### src/rtl/swp_pkg.sv
package swp_pkg;

  localparam int CMD_AW = 15;

  localparam logic [CMD_AW-1:0] KEY_ADDR_HI = 15'h5555;
  localparam logic [CMD_AW-1:0] KEY_ADDR_LO = 15'h2AAA;

  localparam logic [7:0] KEY_OPEN  = 8'hAA;
  localparam logic [7:0] KEY_CONF  = 8'h55;
  localparam logic [7:0] KEY_ARM   = 8'hA0;
  localparam logic [7:0] KEY_ERASE = 8'h80;
  localparam logic [7:0] KEY_FREE  = 8'h20;

  typedef enum logic [2:0] {
    SQ_IDLE = 3'd0,
    SQ_K1   = 3'd1,
    SQ_K2   = 3'd2,
    SQ_D3   = 3'd3,
    SQ_D4   = 3'd4,
    SQ_D5   = 3'd5
  } seq_t;

  typedef struct packed {
    logic k_open;
    logic k_conf;
    logic k_arm;
    logic k_erase;
    logic k_free;
  } key_t;

endpackage

### src/rtl/swp_key_match.sv
module swp_key_match
  import swp_pkg::*;
(
  input  logic [CMD_AW-1:0] addr,
  input  logic [7:0]        data,
  output key_t              key
);

  logic at_hi;
  logic at_lo;

  assign at_hi = (addr == KEY_ADDR_HI);
  assign at_lo = (addr == KEY_ADDR_LO);

  always_comb begin
    key.k_open  = at_hi && (data == KEY_OPEN);
    key.k_conf  = at_lo && (data == KEY_CONF);
    key.k_arm   = at_hi && (data == KEY_ARM);
    key.k_erase = at_hi && (data == KEY_ERASE);
    key.k_free  = at_hi && (data == KEY_FREE);
  end

endmodule

### src/rtl/swp_seg_sel.sv
module swp_seg_sel #(
  parameter int NSEG  = 8,
  parameter int SEG_W = 3
) (
  input  logic             valid,
  input  logic [SEG_W-1:0] seg,
  output logic [NSEG-1:0]  hit
);

  for (genvar g = 0; g < NSEG; g++) begin : g_hit
    assign hit[g] = valid && (seg == SEG_W'(g));
  end

endmodule

### src/rtl/swp_seg_fsm.sv
module swp_seg_fsm
  import swp_pkg::*;
(
  input  logic clk,
  input  logic rst,
  input  logic hit,
  input  key_t key,
  input  logic done,
  output logic pass,
  output logic prot_q,
  output logic open_q
);

  seq_t st_q, st_n;
  logic prot_n, open_n;

  always_comb begin
    st_n   = st_q;
    prot_n = prot_q;
    open_n = open_q;
    pass   = 1'b0;
    if (hit) begin
      if (open_q) begin
        pass = 1'b1;
      end else begin
        case (st_q)
          SQ_IDLE: begin
            if (key.k_open) st_n = SQ_K1;
            else            pass = !prot_q;
          end
          SQ_K1: begin
            if (key.k_conf) begin
              st_n = SQ_K2;
            end else begin
              st_n = SQ_IDLE;
              pass = !prot_q;
            end
          end
          SQ_K2: begin
            if (key.k_arm) begin
              st_n   = SQ_IDLE;
              prot_n = 1'b1;
              open_n = 1'b1;
            end else if (key.k_erase) begin
              st_n = SQ_D3;
            end else begin
              st_n = SQ_IDLE;
              pass = !prot_q;
            end
          end
          SQ_D3: begin
            if (key.k_open) begin
              st_n = SQ_D4;
            end else begin
              st_n = SQ_IDLE;
              pass = !prot_q;
            end
          end
          SQ_D4: begin
            if (key.k_conf) begin
              st_n = SQ_D5;
            end else begin
              st_n = SQ_IDLE;
              pass = !prot_q;
            end
          end
          SQ_D5: begin
            st_n = SQ_IDLE;
            if (key.k_free) begin
              prot_n = 1'b0;
              open_n = 1'b0;
            end else begin
              pass = !prot_q;
            end
          end
          default: st_n = SQ_IDLE;
        endcase
      end
    end
    if (done) open_n = 1'b0;
  end

  always_ff @(posedge clk) begin
    if (rst) begin
      st_q   <= SQ_IDLE;
      prot_q <= 1'b0;
      open_q <= 1'b0;
    end else begin
      st_q   <= st_n;
      prot_q <= prot_n;
      open_q <= open_n;
    end
  end

endmodule

### src/rtl/swp_out_reg.sv
module swp_out_reg #(
  parameter int SEG_W  = 3,
  parameter int DEV_AW = 17
) (
  input  logic              clk,
  input  logic              rst,
  input  logic              take,
  input  logic [SEG_W-1:0]  seg,
  input  logic [DEV_AW-1:0] addr,
  input  logic [7:0]        data,
  output logic              o_valid,
  output logic [SEG_W-1:0]  o_seg,
  output logic [DEV_AW-1:0] o_addr,
  output logic [7:0]        o_data
);

  always_ff @(posedge clk) begin
    if (rst) o_valid <= 1'b0;
    else     o_valid <= take;
  end

  always_ff @(posedge clk) begin
    if (take) begin
      o_seg  <= seg;
      o_addr <= addr;
      o_data <= data;
    end
  end

endmodule

### src/rtl/swp_guard.sv
module swp_guard
  import swp_pkg::*;
#(
  parameter  int NSEG   = 8,
  parameter  int DEV_AW = 17,
  localparam int SEG_W  = (NSEG > 1) ? $clog2(NSEG) : 1
) (
  input  logic              clk,
  input  logic              rst,
  input  logic              wr_valid,
  input  logic [SEG_W-1:0]  wr_seg,
  input  logic [DEV_AW-1:0] wr_addr,
  input  logic [7:0]        wr_data,
  input  logic [NSEG-1:0]   load_done,
  output logic              prog_valid,
  output logic [SEG_W-1:0]  prog_seg,
  output logic [DEV_AW-1:0] prog_addr,
  output logic [7:0]        prog_data,
  output logic [NSEG-1:0]   prot_o,
  output logic [NSEG-1:0]   open_o
);

  key_t            key;
  logic [NSEG-1:0] hit;
  logic [NSEG-1:0] pass;

  swp_key_match u_key (
    .addr (wr_addr[CMD_AW-1:0]),
    .data (wr_data),
    .key  (key)
  );

  swp_seg_sel #(.NSEG(NSEG), .SEG_W(SEG_W)) u_sel (
    .valid (wr_valid),
    .seg   (wr_seg),
    .hit   (hit)
  );

  for (genvar g = 0; g < NSEG; g++) begin : g_seg
    swp_seg_fsm u_fsm (
      .clk    (clk),
      .rst    (rst),
      .hit    (hit[g]),
      .key    (key),
      .done   (load_done[g]),
      .pass   (pass[g]),
      .prot_q (prot_o[g]),
      .open_q (open_o[g])
    );
  end

  swp_out_reg #(.SEG_W(SEG_W), .DEV_AW(DEV_AW)) u_out (
    .clk     (clk),
    .rst     (rst),
    .take    (|pass),
    .seg     (wr_seg),
    .addr    (wr_addr),
    .data    (wr_data),
    .o_valid (prog_valid),
    .o_seg   (prog_seg),
    .o_addr  (prog_addr),
    .o_data  (prog_data)
  );

endmodule

### config.mk
export PLATFORM = sky130hd
export DESIGN_NAME = swp_guard
export DESIGN_NICKNAME = d
export VERILOG_FILES = /design/src/rtl/swp_pkg.sv /design/src/rtl/swp_key_match.sv /design/src/rtl/swp_seg_sel.sv /design/src/rtl/swp_seg_fsm.sv /design/src/rtl/swp_out_reg.sv /design/src/rtl/swp_guard.sv
export SDC_FILE = /design/constraint.sdc
export NUM_CORES = 1
export LEC_CHECK = 0
export ABC_CLOCK_PERIOD_IN_PS = 9500
export CORE_MARGIN = 5
export CORE_UTILIZATION = 25
export DETAILED_ROUTE_END_ITERATION = 10
export GPL_ROUTABILITY_DRIVEN = 0
export PLACE_DENSITY = 0.44
export SLEW_MARGIN = 20
export SYNTH_ARGS = -nofsm -noshare
export SYNTH_HDL_FRONTEND = slang
export SYNTH_HIERARCHICAL = 1
export SYNTH_SLANG_ARGS = --single-unit
### constraint.sdc
create_clock -name clk -period 9.5 [get_ports clk]
set_clock_uncertainty 0.05 [all_clocks]
set_input_delay 1.9 -clock clk [delete_from_list [all_inputs] [get_ports clk]]
set_output_delay 1.9 -clock clk [all_outputs]
set_load 0.03 [all_outputs]
==> results.md, run 1 <==
- DR vias: ~3700
- Global-route wire length before repair: between 15000 and 20000 um
- Post-Syn Area: 4174 um2
- Cells on worst reg2reg path: 8
- Place WS: 4287 ps
- Endpoints failing hold: 0
- Core Rows: 47
- Syn Inst Count: roughly 440
- Setup WS post-layout: 4656 ps
- Total core area: 16470 um2
- Die ar.: 19380 um2
- Simple-gate share of the synthesized area: 34.77%
- Initial DRC count: 308
- Reg-to-reg slack, setup: 7100 ps
- Antenna cells: 0
- #FFs+latches synth: 69
- Tmin final: 4844 ps
- Crit Reg-Reg Startpoint: g_seg[1].u_fsm/st_q[0]$_SDFFE_PP0P_
- Post-synth ARST share: 0%
- Post-synth EDFFs: 28
- Pleak: 1.709 nW
- Global-route usage over all layers: approximately an eighth
- Overflow after GRT: 0
- IO Port Bufs: 83
- Crit path from: wr_addr[3]
- DP HPWL: 8196 um
- CTS resizes: 0
- Area grow syn2layout: 29.83%
- Num Clock Sinks: 69
- Synth unique cells: 38
- Max Fclk: 206.5 MHz
- Setup_tns: 0 ps
- Top post-synthesis cells by area: edfxtp_1, dfxtp_1, a21oi_1
- Area share of the largest cell type after synthesis: 20.14%
- Post-CTS setup buffers: 0
- Cell area power density: 150.5 nW/um2
- Setup violators final: 0
- Sink of the worst hold path: g_seg[4].u_fsm/prot_q$_SDFFE_PP0P_
- Max-Cap Viols: 0
- Dominant synthesized flop cell: dfxtp_1
- Post-Synth Adder-Cell Area: 0%
- Syn avg cell area: 9.443 um2
- Peak VDD IR: around 0.095 mV
- Max stage delay on crit path: 510 ps
- Arrival time worst endpoint: 5000 ps
- Routed Antenna Nets: 0
- Detailed Routing Iterations Pass 1: 4
- Proportion of synthesized area in mux cells: 0%
- Die Y-Extent: ~140 um
- Sequential share of the synthesized area: 39.81%
- Synth area leader: edfxtp_1
- I/O pins: 84
- Crit-path cells: clkdlybuf4s50_1 -> nor4bb_1 -> nand4_1 -> nor2_2 -> buf_4 -> nor2_1 -> a21oi_1 -> a21oi_1 -> o41a_1 -> nor4_1 -> nand2_1 -> buf_4 -> nor2b_4
- Largest net degree at the start of global routing: 42
- Min-Delay Path Depth: 2
- Slowest-stage cell, CP: clkdlybuf4s50_1
- R2R Path End: u_out/o_valid$_SDFF_PP0_
- Worst skew pair latency: 340 ps
- Status: finished, final reports clean
- Max Slew Vio Count: 0
- Clock transition at path regs: 60 ps
- Number of CTS-inserted buffers: 9
- Complex-gate fraction of the synthesized area: 18.71%
- Synth Area in XOR/XNOR: 0%
- Worst slew pin tran: 908.2 ps
- Share of layout cells above drive strength 1: 11.47%
- CTS Buffer Depth: 2
- Initial antenna violation count: 0
- CTS root buf: clkbuf_16
- CTS tree: built
- Final #Nets: 557
- HP Start: g_seg[4].u_fsm/prot_q$_SDFFE_PP0P_
- RSZ-0062 raised after global routing: no
- Slew HR: 39.45%
- Routed wire length: 12030 um
- Yosys warnings: 6
- Largest family of logic cells by synthesized area: simple AND/OR/NAND/NOR gates
- Crit path max fanout: 40
- CTS H-tree lvls: 3
- Vias per cell: 5.036
- Worst path buffer plus inverter count: 3
- Post-Syn Nets: approximately 480
- Startpoint Class: primary input
- Die width: 139.2 um
- Worst Hold Class: flop to flop
- Vias in the first global route: ~3700
- Critical path data required time: 9650 ps
- CP Capture Type: flop
- DR WL/cell: 16.18 um
- Starting Density: 25.35%
- Worst path top cell family by delay: simple AND/OR/NAND/NOR gates
- DRC: 0
- Final period util: 50.99%
- Worst setup path class: primary input to flop
- Number of hold buffers added after cts: 0
- Layout fillers: about 1700
==> area by class of cell <==
type / count / area [um2] / area share, %
tap: 220 / 275.3 / 5.080
clock buffer: 10 / 229.0 / 4.225
sequential: 69 / 1662 / 30.66
multi-input combinational: 333 / 2235 / 41.24
timing repair buffer: 89 / 870.8 / 16.07
inverter: 16 / 60.06 / 1.108
clock inverter: 6 / 87.58 / 1.616
==> worst max-delay path by stage <==
stage	end	slack (ps)	cells past startpoint
detailed placement	u_out/o_valid$_SDFF_PP0_	4290	13
global route	u_out/o_valid$_SDFF_PP0_	4360	13
CTS	u_out/o_valid$_SDFF_PP0_	4660	13
global placement	u_out/o_valid$_SDFF_PP0_	4320	13
floorplan	u_out/o_addr[0]$_DFFE_PP_	3950	9
finish	u_out/o_valid$_SDFF_PP0_	4660	13
==> routing by layer <==
metal	part of all wire, %	vias up	GRT usage (%)
li1	-	1862	-
met1	47	1778	15.26
met2	47	90	21.20
met3	4.9	12	3.808
met4	1.4	0	3.450
met5	0	-	0
==> cell families after synthesis <==
| family | count (synthesis) |
|---|---|
| simple gates | 221 |
| compound gates | 112 |
| flops | 69 |
| buf+inv | 40 |
==> worst min-delay path, stage by stage, from the launching register on <==
cell and delay [ps]:
dfxtp_1 350, a21oi_1 120, nor2_1 40
==> cell usage after synthesis, drive strengths merged (9+ instances only) <==
| cell | number |
|---|---|
| a21oi | 48 |
| or4 | 16 |
| dfxtp | 41 |
| nor3 | 26 |
| nor4b | 10 |
| nor2b | 17 |
| nand2 | 26 |
| buf | 24 |
| nand4b | 9 |
| a32oi | 16 |
| nor4 | 18 |
| inv | 16 |
| nor2 | 46 |
| edfxtp | 28 |
| nand2b | 16 |
==> power breakdown <==
part           switching, mW  internal [mW]  leakage (nW)  total, mW
clock network          0.130          0.229         0.146      0.359
logic                 0.0680         0.0517         0.963      0.120
registers            0.00536          0.331         0.600      0.336
==> through the flow <==
| step | std cells | hold WS [ps] | total power [mW] | cell area, um2 | util (%) |
|---|---|---|---|---|---|
| after floorplan | 442 | 508.3 | 0.3974 | 4174 | - |
| after global placement | 727 | 498.3 | 0.4638 | 5102 | 30.99 |
| after detailed placement | 727 | 493.7 | 0.4639 | 5102 | 30.99 |
| after CTS | 743 | 502.1 | 0.8318 | 5419 | 32.91 |
| after global routing | 743 | 519.4 | 0.8485 | 5419 | 32.91 |
| final | 743 | 504.1 | 0.8154 | 5419 | 32.91 |
==> state kept, by name, summed over array words and instances (netlist names) <==
register / cells
u_out/o_addr: 17
u_out/o_valid: 1
u_out/o_data: 8
g_seg.u_fsm/prot_q: 8
g_seg.u_fsm/open_q: 8
g_seg.u_fsm/st_q: 24
u_out/o_seg: 3
==> cells in the final DEF (no fill, tap or decap), types with 18 or more instances in the layout <==
cell type,instances
a21oi_1,48
clkdlybuf4s50_1,82
dfxtp_1,41
edfxtp_1,28
nand2_1,26
nor2_1,45
nor3_1,25
nor4_1,18
Note: power is estimated with default switching activity, not from simulation.
==> inputs of run 2 (changes only) <==
ABC_CLOCK_PERIOD_IN_PS = 4290   (was 9500)
PLACE_DENSITY = 0.45   (was 0.44)
clock period = 4.29 ns   (was 9.5 ns; I/O delays follow)
==> run 2 against run 1 <==
Against the previous run: cell count up 0.27%; sequential power up 120%; critical path depth up 1; critical path type unchanged; global-route usage down 0.31 points; clock power up 120%; largest power group unchanged; worst setup slack worse by 4100 ps; clock-buffer cell count down 1; worst hold slack better by 2.0 ps; critical endpoint unchanged.
==> results.md, run 2 (synthesized netlist as in run 1, its figures left out) <==
- Area grow syn2layout: 31.95%
- Die ar.: 19380 um2
- Slew HR: 66.36%
- Final non-filler cell total: 745
- Biggest regs: g_seg.u_fsm/st_q x24, u_out/o_addr x17
- CTS H-tree lvls: 3
- Startpoint Class: primary input
- CTS tree: built
- Pleak: 1.743 nW
- DRC: 0
- Num Clock Sinks: between 60 and 70
- Internal Power: around 1.3 mW
- DR WL/cell: roughly 16 um
- Endpoints failing hold: 0
- Most frequent cells in the layout: clkdlybuf4s50_1, a21oi_1, nor2_1
- Worst slew pin tran: 504.6 ps
- Seq. cell area: 1662 um2
- Logic pwr share: between 15 and 20%
- Global-route usage over all layers: 12.13%
- Slowest-stage cell, CP: clkdlybuf4s50_1
- Die width: 139.2 um
- Worst skew pair latency: 350 ps
- DP HPWL: slightly above 8000 um
- CTS Buffer Depth: 2
- CP Capture Type: flop
- Max stage delay on crit path: 500 ps
- Overflow after GRT: 0
- Most common cell after layout, fill and taps aside: clkdlybuf4s50_1
- Largest net degree at the start of global routing: 42
- Crit-path cells: clkdlybuf4s50_1 -> nor4bb_1 -> nand4_1 -> nor2_2 -> buf_12 -> buf_4 -> nor2_1 -> a21oi_1 -> a21oi_1 -> o41a_1 -> nor4_1 -> nand2_1 -> buf_12 -> nor2b_4
- NetSw: just under 500 uW
- Layout fillers: approximately 1700
- Routed wire length: ~12000 um
- Fin area: between 5000 and 6000 um2
- Cell count after placement: between 700 and 800
- Sequential group share of total power: 41.4%
- Place WS: about 170 ps
- Die Y-Extent: 139.2 um
- Max-Cap Viols: 0
- I/O pins: 84
- Setup violators final: 0
- RSZ-0062 raised after global routing: no
- Routed Antenna Nets: 0
- Tmin final: 3764 ps
- DR vias: roughly 3700
- Cell area power density: ~330 nW/um2
- CTS root buf: clkbuf_16
- Starting Density: 25.35%
- CTS resizes: 0
- Dpl cell area: between 5000 and 6000 um2
- Core Rows: 47
- Setup WS post-layout: ~530 ps
- Number of CTS-inserted buffers: 9
- Arrival time worst endpoint: 3940 ps
- Vias in the first global route: 3568
- Max Slew Vio Count: 0
- Detailed Routing Iterations Pass 1: 4
- Initial antenna violation count: 0
- IO Port Bufs: 83
- Initial DRC count: ~300
- Peak VDD IR: between 0.15 and 0.2 mV
- Worst setup path class: primary input to flop
- Share of layout cells above drive strength 1: 12.00%
- Sw frac: 27.08%
- Worst Hold Class: flop to flop
- Critical path data required time: 4460 ps
- Total core area: 16470 um2
- Final #Nets: 559
- Setup_tns: 0 ps
- Clk pwr share: 43.5%
- Crit path max fanout: 30
- Antenna cells: 0
- Max reg flops: 24
- Post-CTS setup buffers: 0
- Reg-to-reg slack, setup: around 1800 ps
- Max Fclk: roughly 270 MHz
- Top reg by flops: g_seg.u_fsm/st_q
- Clock transition at path regs: 60 ps
- Vias per cell: between 5 and 6
- Final Total Pwr: 1.796 mW
- Area of the multi-input gates: 2235 um2
- Global-route wire length before repair: 19110 um
- Number of hold buffers added after cts: 0
- Status: finished, final reports clean
- Final period util: 87.74%
run 2: cell count changes in the layout (fill, tap and decap cells not counted), sizes merged:
cell / previous run / this run
clkinv: 2 / 5
inv: 16 / 17
bufinv: 2 / 1
clkdlybuf4s50: 82 / 83
clkbuf: 10 / 9
clkinvlp: 2 / 0
buf: 7 / 8
run 2: area by class of cell:
cell class                 count  share of cell area (%)
timing repair buffer          91                   17.54
clock buffer                   9                   4.089
inverter                      16                   1.090
clock inverter                 7                   1.545
tap                          220                   4.998
multi-input combinational    333                   40.57
sequential                    69                   30.17
run 2: worst paths after layout:
| check | from | end | cells past startpoint |
|---|---|---|---|
| max | wr_addr[3] | u_out/o_valid$_SDFF_PP0_ | 14 |
| min | g_seg[1].u_fsm/prot_q$_SDFFE_PP0P_ | g_seg[1].u_fsm/prot_q$_SDFFE_PP0P_ | 2 |
| max reg2reg | g_seg[1].u_fsm/st_q[0]$_SDFFE_PP0P_ | u_out/o_valid$_SDFF_PP0_ | 8 |
| min reg2reg | g_seg[1].u_fsm/prot_q$_SDFFE_PP0P_ | g_seg[1].u_fsm/prot_q$_SDFFE_PP0P_ | 2 |
run 2: through the flow:
| stage | util (%) | hold WS (ps) |
|---|---|---|
| 5_1_grt | 33.45 | 538.4 |
| 2_1_floorplan | - | 508.3 |
| 3_3_place_gp | 31.57 | 487.6 |
| 3_5_place_dp | 31.57 | 493.6 |
| 6_report | 33.45 | 506.1 |
| 4_1_cts | 33.45 | 507.3 |
run 2: critical path, delay by kind of cell:
| family | cells | cell delay, ps |
|---|---|---|
| simple gates | 7 | 1290 |
| buf+inv | 4 | 1090 |
| compound gates | 3 | 680 |
run 2: layer usage:
layer / wire length [um] / up-vias / share of wire (%) / GRT usage, %
li1: - / 1871 / - / -
met1: 5851 / 1748 / 49 / 16.77
met2: 5161 / 105 / 43 / 18.00
met3: 617 / 14 / 5.2 / 2.985
met4: 237 / 0 / 2.0 / 5.252
met5: 0 / - / 0 / 0
run 2: power by group through the flow:
stage          Clock, mW  Combinational (mW)  Sequential [mW]
2_1_floorplan          0              0.0326            0.847
3_3_place_gp           0               0.274            0.757
3_5_place_dp           0               0.274            0.758
4_1_cts            0.811               0.275            0.744
5_1_grt            0.835               0.283            0.746
6_report           0.782               0.271            0.743
